[src/rtl/mxport_pkg.sv]
package mxport_pkg;

  typedef enum logic [1:0] {
    MODE_SINGLE = 2'b00,
    MODE_EXPAND = 2'b01,
    MODE_BOOT   = 2'b10,
    MODE_TEST   = 2'b11
  } op_mode_e;

  typedef enum logic [1:0] {
    SEL_DATA = 2'd0,
    SEL_DIR  = 2'd1,
    SEL_PULL = 2'd2,
    SEL_CTRL = 2'd3
  } reg_sel_e;

  localparam int CTRL_OD_BIT = 0;

  // port owns the pads as general-purpose pins
  function automatic logic gp_owner(input logic [1:0] mode);
    return (mode == MODE_SINGLE) || (mode == MODE_BOOT);
  endfunction

  // open-drain bit honoured only in single-chip mode
  function automatic logic od_effective(input logic [1:0] mode, input logic od_bit);
    return od_bit && (mode == MODE_SINGLE);
  endfunction

endpackage

[src/rtl/mxport_sync.sv]
module mxport_sync #(
  parameter int WIDTH = 8
) (
  input  logic             clk,
  input  logic             rst_n,
  input  logic [WIDTH-1:0] async_i,
  output logic [WIDTH-1:0] sync_o
);

  logic [WIDTH-1:0] stage1_q;
  logic [WIDTH-1:0] stage2_q;

  always_ff @(posedge clk or negedge rst_n) begin
    if (!rst_n) begin
      stage1_q <= '0;
      stage2_q <= '0;
    end else begin
      stage1_q <= async_i;
      stage2_q <= stage1_q;
    end
  end

  assign sync_o = stage2_q;

  // two-edge history qualifier for the latency check
  logic [1:0] warm_q;
  always_ff @(posedge clk or negedge rst_n) begin
    if (!rst_n) warm_q <= '0;
    else if (warm_q != 2'd3) warm_q <= warm_q + 2'd1;
  end

  a_r3_two_edge_latency: assert property (@(posedge clk) disable iff (!rst_n)
    (warm_q >= 2'd2) |-> (sync_o == $past(async_i, 2)));

endmodule

[src/rtl/mxport_regs.sv]
module mxport_regs
  import mxport_pkg::*;
#(
  parameter int WIDTH = 8
) (
  input  logic             clk,
  input  logic             rst_n,
  input  logic [1:0]       sel_i,
  input  logic             wr_i,
  input  logic [WIDTH-1:0] wdata_i,
  input  logic [WIDTH-1:0] pin_sync_i,
  output logic [WIDTH-1:0] latch_o,
  output logic [WIDTH-1:0] dir_o,
  output logic [WIDTH-1:0] pull_o,
  output logic             od_o,
  output logic [WIDTH-1:0] rdata_o
);

  logic [WIDTH-1:0] latch_q, dir_q, pull_q;
  logic             od_q;

  // per-bit choice between driver latch and observed pin
  function automatic logic [WIDTH-1:0] readback(input logic [WIDTH-1:0] dir,
                                                input logic [WIDTH-1:0] lat,
                                                input logic [WIDTH-1:0] pin);
    logic [WIDTH-1:0] r;
    for (int i = 0; i < WIDTH; i++) r[i] = dir[i] ? lat[i] : pin[i];
    return r;
  endfunction

  logic wr_data, wr_dir, wr_pull, wr_ctrl;
  assign wr_data = wr_i && (sel_i == SEL_DATA);
  assign wr_dir  = wr_i && (sel_i == SEL_DIR);
  assign wr_pull = wr_i && (sel_i == SEL_PULL);
  assign wr_ctrl = wr_i && (sel_i == SEL_CTRL);

  always_ff @(posedge clk or negedge rst_n) begin
    if (!rst_n) begin
      latch_q <= '0;
      dir_q   <= '0;
      pull_q  <= '0;
      od_q    <= 1'b0;
    end else begin
      if (wr_data) latch_q <= wdata_i;
      if (wr_dir)  dir_q   <= wdata_i;
      if (wr_pull) pull_q  <= wdata_i;
      if (wr_ctrl) od_q    <= wdata_i[CTRL_OD_BIT];
    end
  end

  always_comb begin
    rdata_o = '0;
    unique case (sel_i)
      SEL_DATA: rdata_o = readback(dir_q, latch_q, pin_sync_i);
      SEL_DIR:  rdata_o = dir_q;
      SEL_PULL: rdata_o = pull_q;
      SEL_CTRL: rdata_o[CTRL_OD_BIT] = od_q;
      default:  rdata_o = '0;
    endcase
  end

  assign latch_o = latch_q;
  assign dir_o   = dir_q;
  assign pull_o  = pull_q;
  assign od_o    = od_q;

  a_r2_latch_ignores_dir: assert property (@(posedge clk) disable iff (!rst_n)
    wr_data |=> (latch_o == $past(wdata_i)));

  a_r9_dir_holds: assert property (@(posedge clk) disable iff (!rst_n)
    !wr_dir |=> $stable(dir_o));

  a_r9_ctrl_upper_zero: assert property (@(posedge clk) disable iff (!rst_n)
    (sel_i == SEL_CTRL) |-> (rdata_o[WIDTH-1:1] == '0));

endmodule

[src/rtl/mxport_padctl.sv]
module mxport_padctl
  import mxport_pkg::*;
#(
  parameter int WIDTH = 8
) (
  input  logic             clk,
  input  logic             rst_n,
  input  logic [1:0]       mode_i,
  input  logic [WIDTH-1:0] latch_i,
  input  logic [WIDTH-1:0] dir_i,
  input  logic [WIDTH-1:0] pull_i,
  input  logic             od_i,
  input  logic             bus_wr_i,
  input  logic [WIDTH-1:0] bus_wdata_i,
  output logic [WIDTH-1:0] pad_out_o,
  output logic [WIDTH-1:0] pad_oe_o,
  output logic [WIDTH-1:0] pad_od_low_o,
  output logic [WIDTH-1:0] pad_pu_o
);

  logic gp_mode;
  logic od_on;
  assign gp_mode = gp_owner(mode_i);
  assign od_on   = od_effective(mode_i, od_i);

  for (genvar i = 0; i < WIDTH; i++) begin : g_pin
    always_comb begin
      if (gp_mode) begin
        pad_out_o[i]    = latch_i[i];
        pad_oe_o[i]     = dir_i[i] && !od_on;
        pad_od_low_o[i] = dir_i[i] && od_on && !latch_i[i];
      end else begin
        pad_out_o[i]    = bus_wdata_i[i];
        pad_oe_o[i]     = bus_wr_i;
        pad_od_low_o[i] = 1'b0;
      end
    end
  end

  assign pad_pu_o = pull_i;

  a_r6_no_drive_fight: assert property (@(posedge clk) disable iff (!rst_n)
    (pad_oe_o & pad_od_low_o) == '0);

  a_r5_bus_ignores_dir: assert property (@(posedge clk) disable iff (!rst_n)
    !gp_mode |-> (pad_oe_o == {WIDTH{bus_wr_i}}) && (pad_od_low_o == '0));

  a_r7_od_single_only: assert property (@(posedge clk) disable iff (!rst_n)
    (mode_i != MODE_SINGLE) |-> (pad_od_low_o == '0));

  a_r4_gp_latch_drive: assert property (@(posedge clk) disable iff (!rst_n)
    gp_mode |-> (pad_out_o == latch_i));

endmodule

[src/rtl/mxport.sv]
module mxport
  import mxport_pkg::*;
#(
  parameter int WIDTH = 8
) (
  input  logic             clk,
  input  logic             rst_n,
  input  logic [1:0]       mode_i,
  input  logic [1:0]       reg_sel_i,
  input  logic             reg_wr_i,
  input  logic [WIDTH-1:0] reg_wdata_i,
  output logic [WIDTH-1:0] reg_rdata_o,
  input  logic             bus_wr_i,
  input  logic [WIDTH-1:0] bus_wdata_i,
  output logic [WIDTH-1:0] bus_rdata_o,
  input  logic [WIDTH-1:0] pad_in_i,
  output logic [WIDTH-1:0] pad_out_o,
  output logic [WIDTH-1:0] pad_oe_o,
  output logic [WIDTH-1:0] pad_od_low_o,
  output logic [WIDTH-1:0] pad_pu_o
);

  logic [WIDTH-1:0] pin_sync;
  logic [WIDTH-1:0] latch_w, dir_w, pull_w;
  logic             od_w;

  mxport_sync #(.WIDTH(WIDTH)) u_sync (
    .clk     (clk),
    .rst_n   (rst_n),
    .async_i (pad_in_i),
    .sync_o  (pin_sync)
  );

  mxport_regs #(.WIDTH(WIDTH)) u_regs (
    .clk        (clk),
    .rst_n      (rst_n),
    .sel_i      (reg_sel_i),
    .wr_i       (reg_wr_i),
    .wdata_i    (reg_wdata_i),
    .pin_sync_i (pin_sync),
    .latch_o    (latch_w),
    .dir_o      (dir_w),
    .pull_o     (pull_w),
    .od_o       (od_w),
    .rdata_o    (reg_rdata_o)
  );

  mxport_padctl #(.WIDTH(WIDTH)) u_padctl (
    .clk          (clk),
    .rst_n        (rst_n),
    .mode_i       (mode_i),
    .latch_i      (latch_w),
    .dir_i        (dir_w),
    .pull_i       (pull_w),
    .od_i         (od_w),
    .bus_wr_i     (bus_wr_i),
    .bus_wdata_i  (bus_wdata_i),
    .pad_out_o    (pad_out_o),
    .pad_oe_o     (pad_oe_o),
    .pad_od_low_o (pad_od_low_o),
    .pad_pu_o     (pad_pu_o)
  );

  assign bus_rdata_o = pin_sync;

  a_r1_reset_quiet: assert property (@(posedge clk) disable iff (!rst_n)
    ($past(!rst_n) && gp_owner(mode_i)) |-> (pad_oe_o == '0) && (pad_od_low_o == '0));

endmodule

[config.mk]
export PLATFORM = sky130hd
export DESIGN_NAME = mxport
export DESIGN_NICKNAME = d
export VERILOG_FILES = /design/src/rtl/mxport_pkg.sv /design/src/rtl/mxport_sync.sv /design/src/rtl/mxport_regs.sv /design/src/rtl/mxport_padctl.sv /design/src/rtl/mxport.sv
export SDC_FILE = /design/constraint.sdc
export NUM_CORES = 1
export LEC_CHECK = 0
export BUFFER_PORTS_ARGS = -buffer_cell sky130_fd_sc_hd__buf_2
export CELL_PAD_IN_SITES_DETAIL_PLACEMENT = 2
export CELL_PAD_IN_SITES_GLOBAL_PLACEMENT = 2
export CORE_AREA = 10 10 87 89
export DETAILED_ROUTE_END_ITERATION = 12
export DIE_AREA = 0 0 97 99
export GPL_ROUTABILITY_DRIVEN = 0
export PLACE_DENSITY_LB_ADDON = 0.1
export SYNTH_ARGS = -nofsm -noshare
export SYNTH_HDL_FRONTEND = slang
export SYNTH_SLANG_ARGS = --single-unit
[constraint.sdc]
create_clock -name clk -period 2.3 [get_ports clk]
set_input_delay 0.46 -clock clk [delete_from_list [all_inputs] [get_ports clk]]
set_output_delay 0.46 -clock clk [all_outputs]
set_load 0.02 [all_outputs]
==> flow_metrics.py <==
metrics = {
    "die": {
        "rows": 28,
        "die_y_um": 99,
        "core-area_um2": 5850,
        "initial_core_util_pct": 31.4,
        "boundaryPins": 80,
        "die_area_um2": 9600,
        "die_w_um": 97,
    },
    "yosys": {
        "ys.flop_type": "dfrtp_1",
        "synth_seq_cells": 41,
        "synth_nets": 167,
        "synth_area_leaders": "dfrtp_1 56%, mux2_2 21%, nor3b_1 3.3%",
        "netlist.area_leader.share_pct": 55.9,
        "ys_types": 23,
        "yosys_warnings": 0,
        "seq_area_frac_synth_pct": 55.9,
        "yosys.area.top_type": "dfrtp_1",
        "async_reset_ff_share_pct": 100,
        "synth_edf_count": 0,
        "postSynthAreaPerCell_um2": 13.6,
        "syn_area_um2": 1830,
        "netlist_instances": 135,
    },
    "drt": {
        "drcViolationCount": 0,
        "avgViaCountPerCell": 4.94,
        "num_vias": 1456,
        "avgRoutedWirePerCell_um": 21.0,
        "drt_iter0_markers": 59,
        "finalWirelength_um": 6180,
        "drt_first_pass_iters": 4,
        "drtAntennaViolNets": 0,
    },
    "sta": {
        "min_period_ns": 2.18,
        "fin_crit_sh_pct": 94.6,
        "clock_skew_ns": 0.000370,
        "slew_viol_final": 0,
        "fin_setup_tns_ns": 0,
        "rsz0062_at_grt": "false",
        "worst_pin_slew_ns": 0.530,
        "final-setup-viol-count": 0,
        "hold_viol_final": 0,
        "slew_headroom_pct": 64.6,
        "final.setup.worst_slack_ns": 0.124,
        "max_freq_ghz": 0.460,
    },
    "cells_and_area": {
        "drive_above_1_share_pct": 58.2,
        "stdcell_area_um2": 2430,
        "seq_area_um2": 1030,
        "final_common_cell": "buf_2",
        "multi_input_area_um2": 761,
        "layout_common_cells": "79 x buf_2, 41 x dfrtp_1, 34 x mux2_2",
        "fill_cells": 616,
        "antenna_cells": 0,
        "fin_nets": 251,
        "syn_to_final_growth_pct": 32.5,
        "finish.utilization_pct": 41.5,
    },
    "run_status": {
        "status": "finished, final reports clean",
    },
    "placed_design": {
        "placed_area_um2": 2310,
        "port_buffers": 79,
        "dp_slack_ns": 0.216,
        "dp_hpwl_um": 4720,
    },
    "worst_setup_path": {
        "cp-end-kind": "output port",
        "worst-path-max-fanout": 5,
        "crit_required_ns": 1.84,
        "start_kind": "register",
        "r2r_start": "u_regs.dir_o[0]",
        "r2r_cells": 1,
        "rrSetupSlack_ns": 1.46,
        "worst-setup-path-type": "reg -> out",
        "critical_path_arrival_ns": 1.72,
        "rr_endpoint": "u_regs.dir_o[0]",
    },
    "clocking": {
        "cts_root_buf": "clkbuf_8",
        "ctsResizeCount": 0,
        "cts.reportedPaths.clkPinSlew_ns": 0.08,
        "cts_hold_repair.buffers": 0,
        "cts.sinks": 41,
        "insertion_delay_ns": 0.29,
        "cts_buffer_depth": 2,
        "cts_setup_buffers": 0,
        "numCtsBuffers": 5,
        "cts_max_level": 2,
        "cts_tree": "yes",
    },
    "grt": {
        "grt-ovfl-total": 0,
        "grt_max_degree": 42,
        "grt_pass1_wl_um": 9760,
        "grt.total_usage_pct": 13.0,
        "antenna_found_initial": 0,
        "grt_pass1_vias": 1718,
    },
    "min_path": {
        "hp-class": "in -> async",
    },
    "pwr": {
        "static-leakage-power_uw": 0.00118,
        "power_density_nw_per_um2": 841,
        "peakVddDrop_v": 0.000389,
    },
    "run": {
        "cap_violations": 0,
    },
}
power breakdown:
part | internal [uW] | leakage [uW] | switching, uW
Clock | 354 | 0.0000585 | 243
Combinational | 232 | 0.000643 | 305
Sequential | 818 | 0.000482 | 90.6
worst max path at each step:
| stage | cells past startpoint | start | endpoint |
|---|---|---|---|
| finish | 3 | u_regs.dir_o[0] | reg_rdata_o[0] |
| global route | 3 | u_regs.dir_o[0] | reg_rdata_o[0] |
| CTS | 3 | u_regs.dir_o[0] | reg_rdata_o[0] |
| detailed placement | 4 | mode_i[0] | pad_od_low_o[7] |
| global placement | 5 | reg_sel_i[1] | reg_rdata_o[3] |
| floorplan | 3 | mode_i[0] | pad_od_low_o[0] |
metrics by stage:
| step | total power (uW) | hold WS (ns) | instances |
|---|---|---|---|
| 2_1_floorplan | 1240 | 0.164 | 135 |
| 3_3_place_gp | 1450 | 0.332 | 287 |
| 3_5_place_dp | 1470 | 0.337 | 287 |
| 4_1_cts | 2080 | 0.235 | 295 |
| 5_1_grt | 2160 | 0.244 | 295 |
| 6_report | 2040 | 0.217 | 295 |
logic make-up after synthesis:
logic type      after synthesis  share of synthesized area (%)
compound gates               30                           11.3
mux                          35                           22.3
buf+inv                       8                           2.59
simple gates                 21                           7.91
flops                        41                           55.9
cells in the mapped netlist (all sizes together) (2+ instances only):
master / instances
buf: 5
o211ai: 7
nor2: 7
mux2: 34
dfrtp: 41
nor3b: 9
nand3b: 2
nand3: 2
o21ai: 7
a21o: 8
a22oi: 7
critical path: stages (launching register included):
cell	delay (ns)
dfrtp_1	0.42
mux2_2	0.35
mux4_1	0.47
buf_2	0.17
final cells by class:
type / count / share of cell area, %
Inverter: 2 / 0.309
Sequential cell: 41 / 42.2
Multi-Input combinational cell: 86 / 31.3
Clock buffer: 7 / 3.55
Clock inverter: 1 / 1.24
Tap cell: 75 / 3.86
Timing Repair Buffer: 83 / 17.5
sequential cells by signal (all words and copies together), names as in the netlist:
register and count:
u_regs.pull_o 8, u_sync.sync_o 8, u_sync.stage1_q 8, u_regs.latch_o 8
u_regs.od_o 1, u_regs.dir_o 8
metal layers:
layer	global-route usage, %	wire length [um]	part of all wire [%]
met5	0	0	0
met4	3.86	60	0.97
met3	4.75	425	6.9
met2	21.4	3020	49
met1	15.4	2670	43
(Power assumes the default switching activity.)
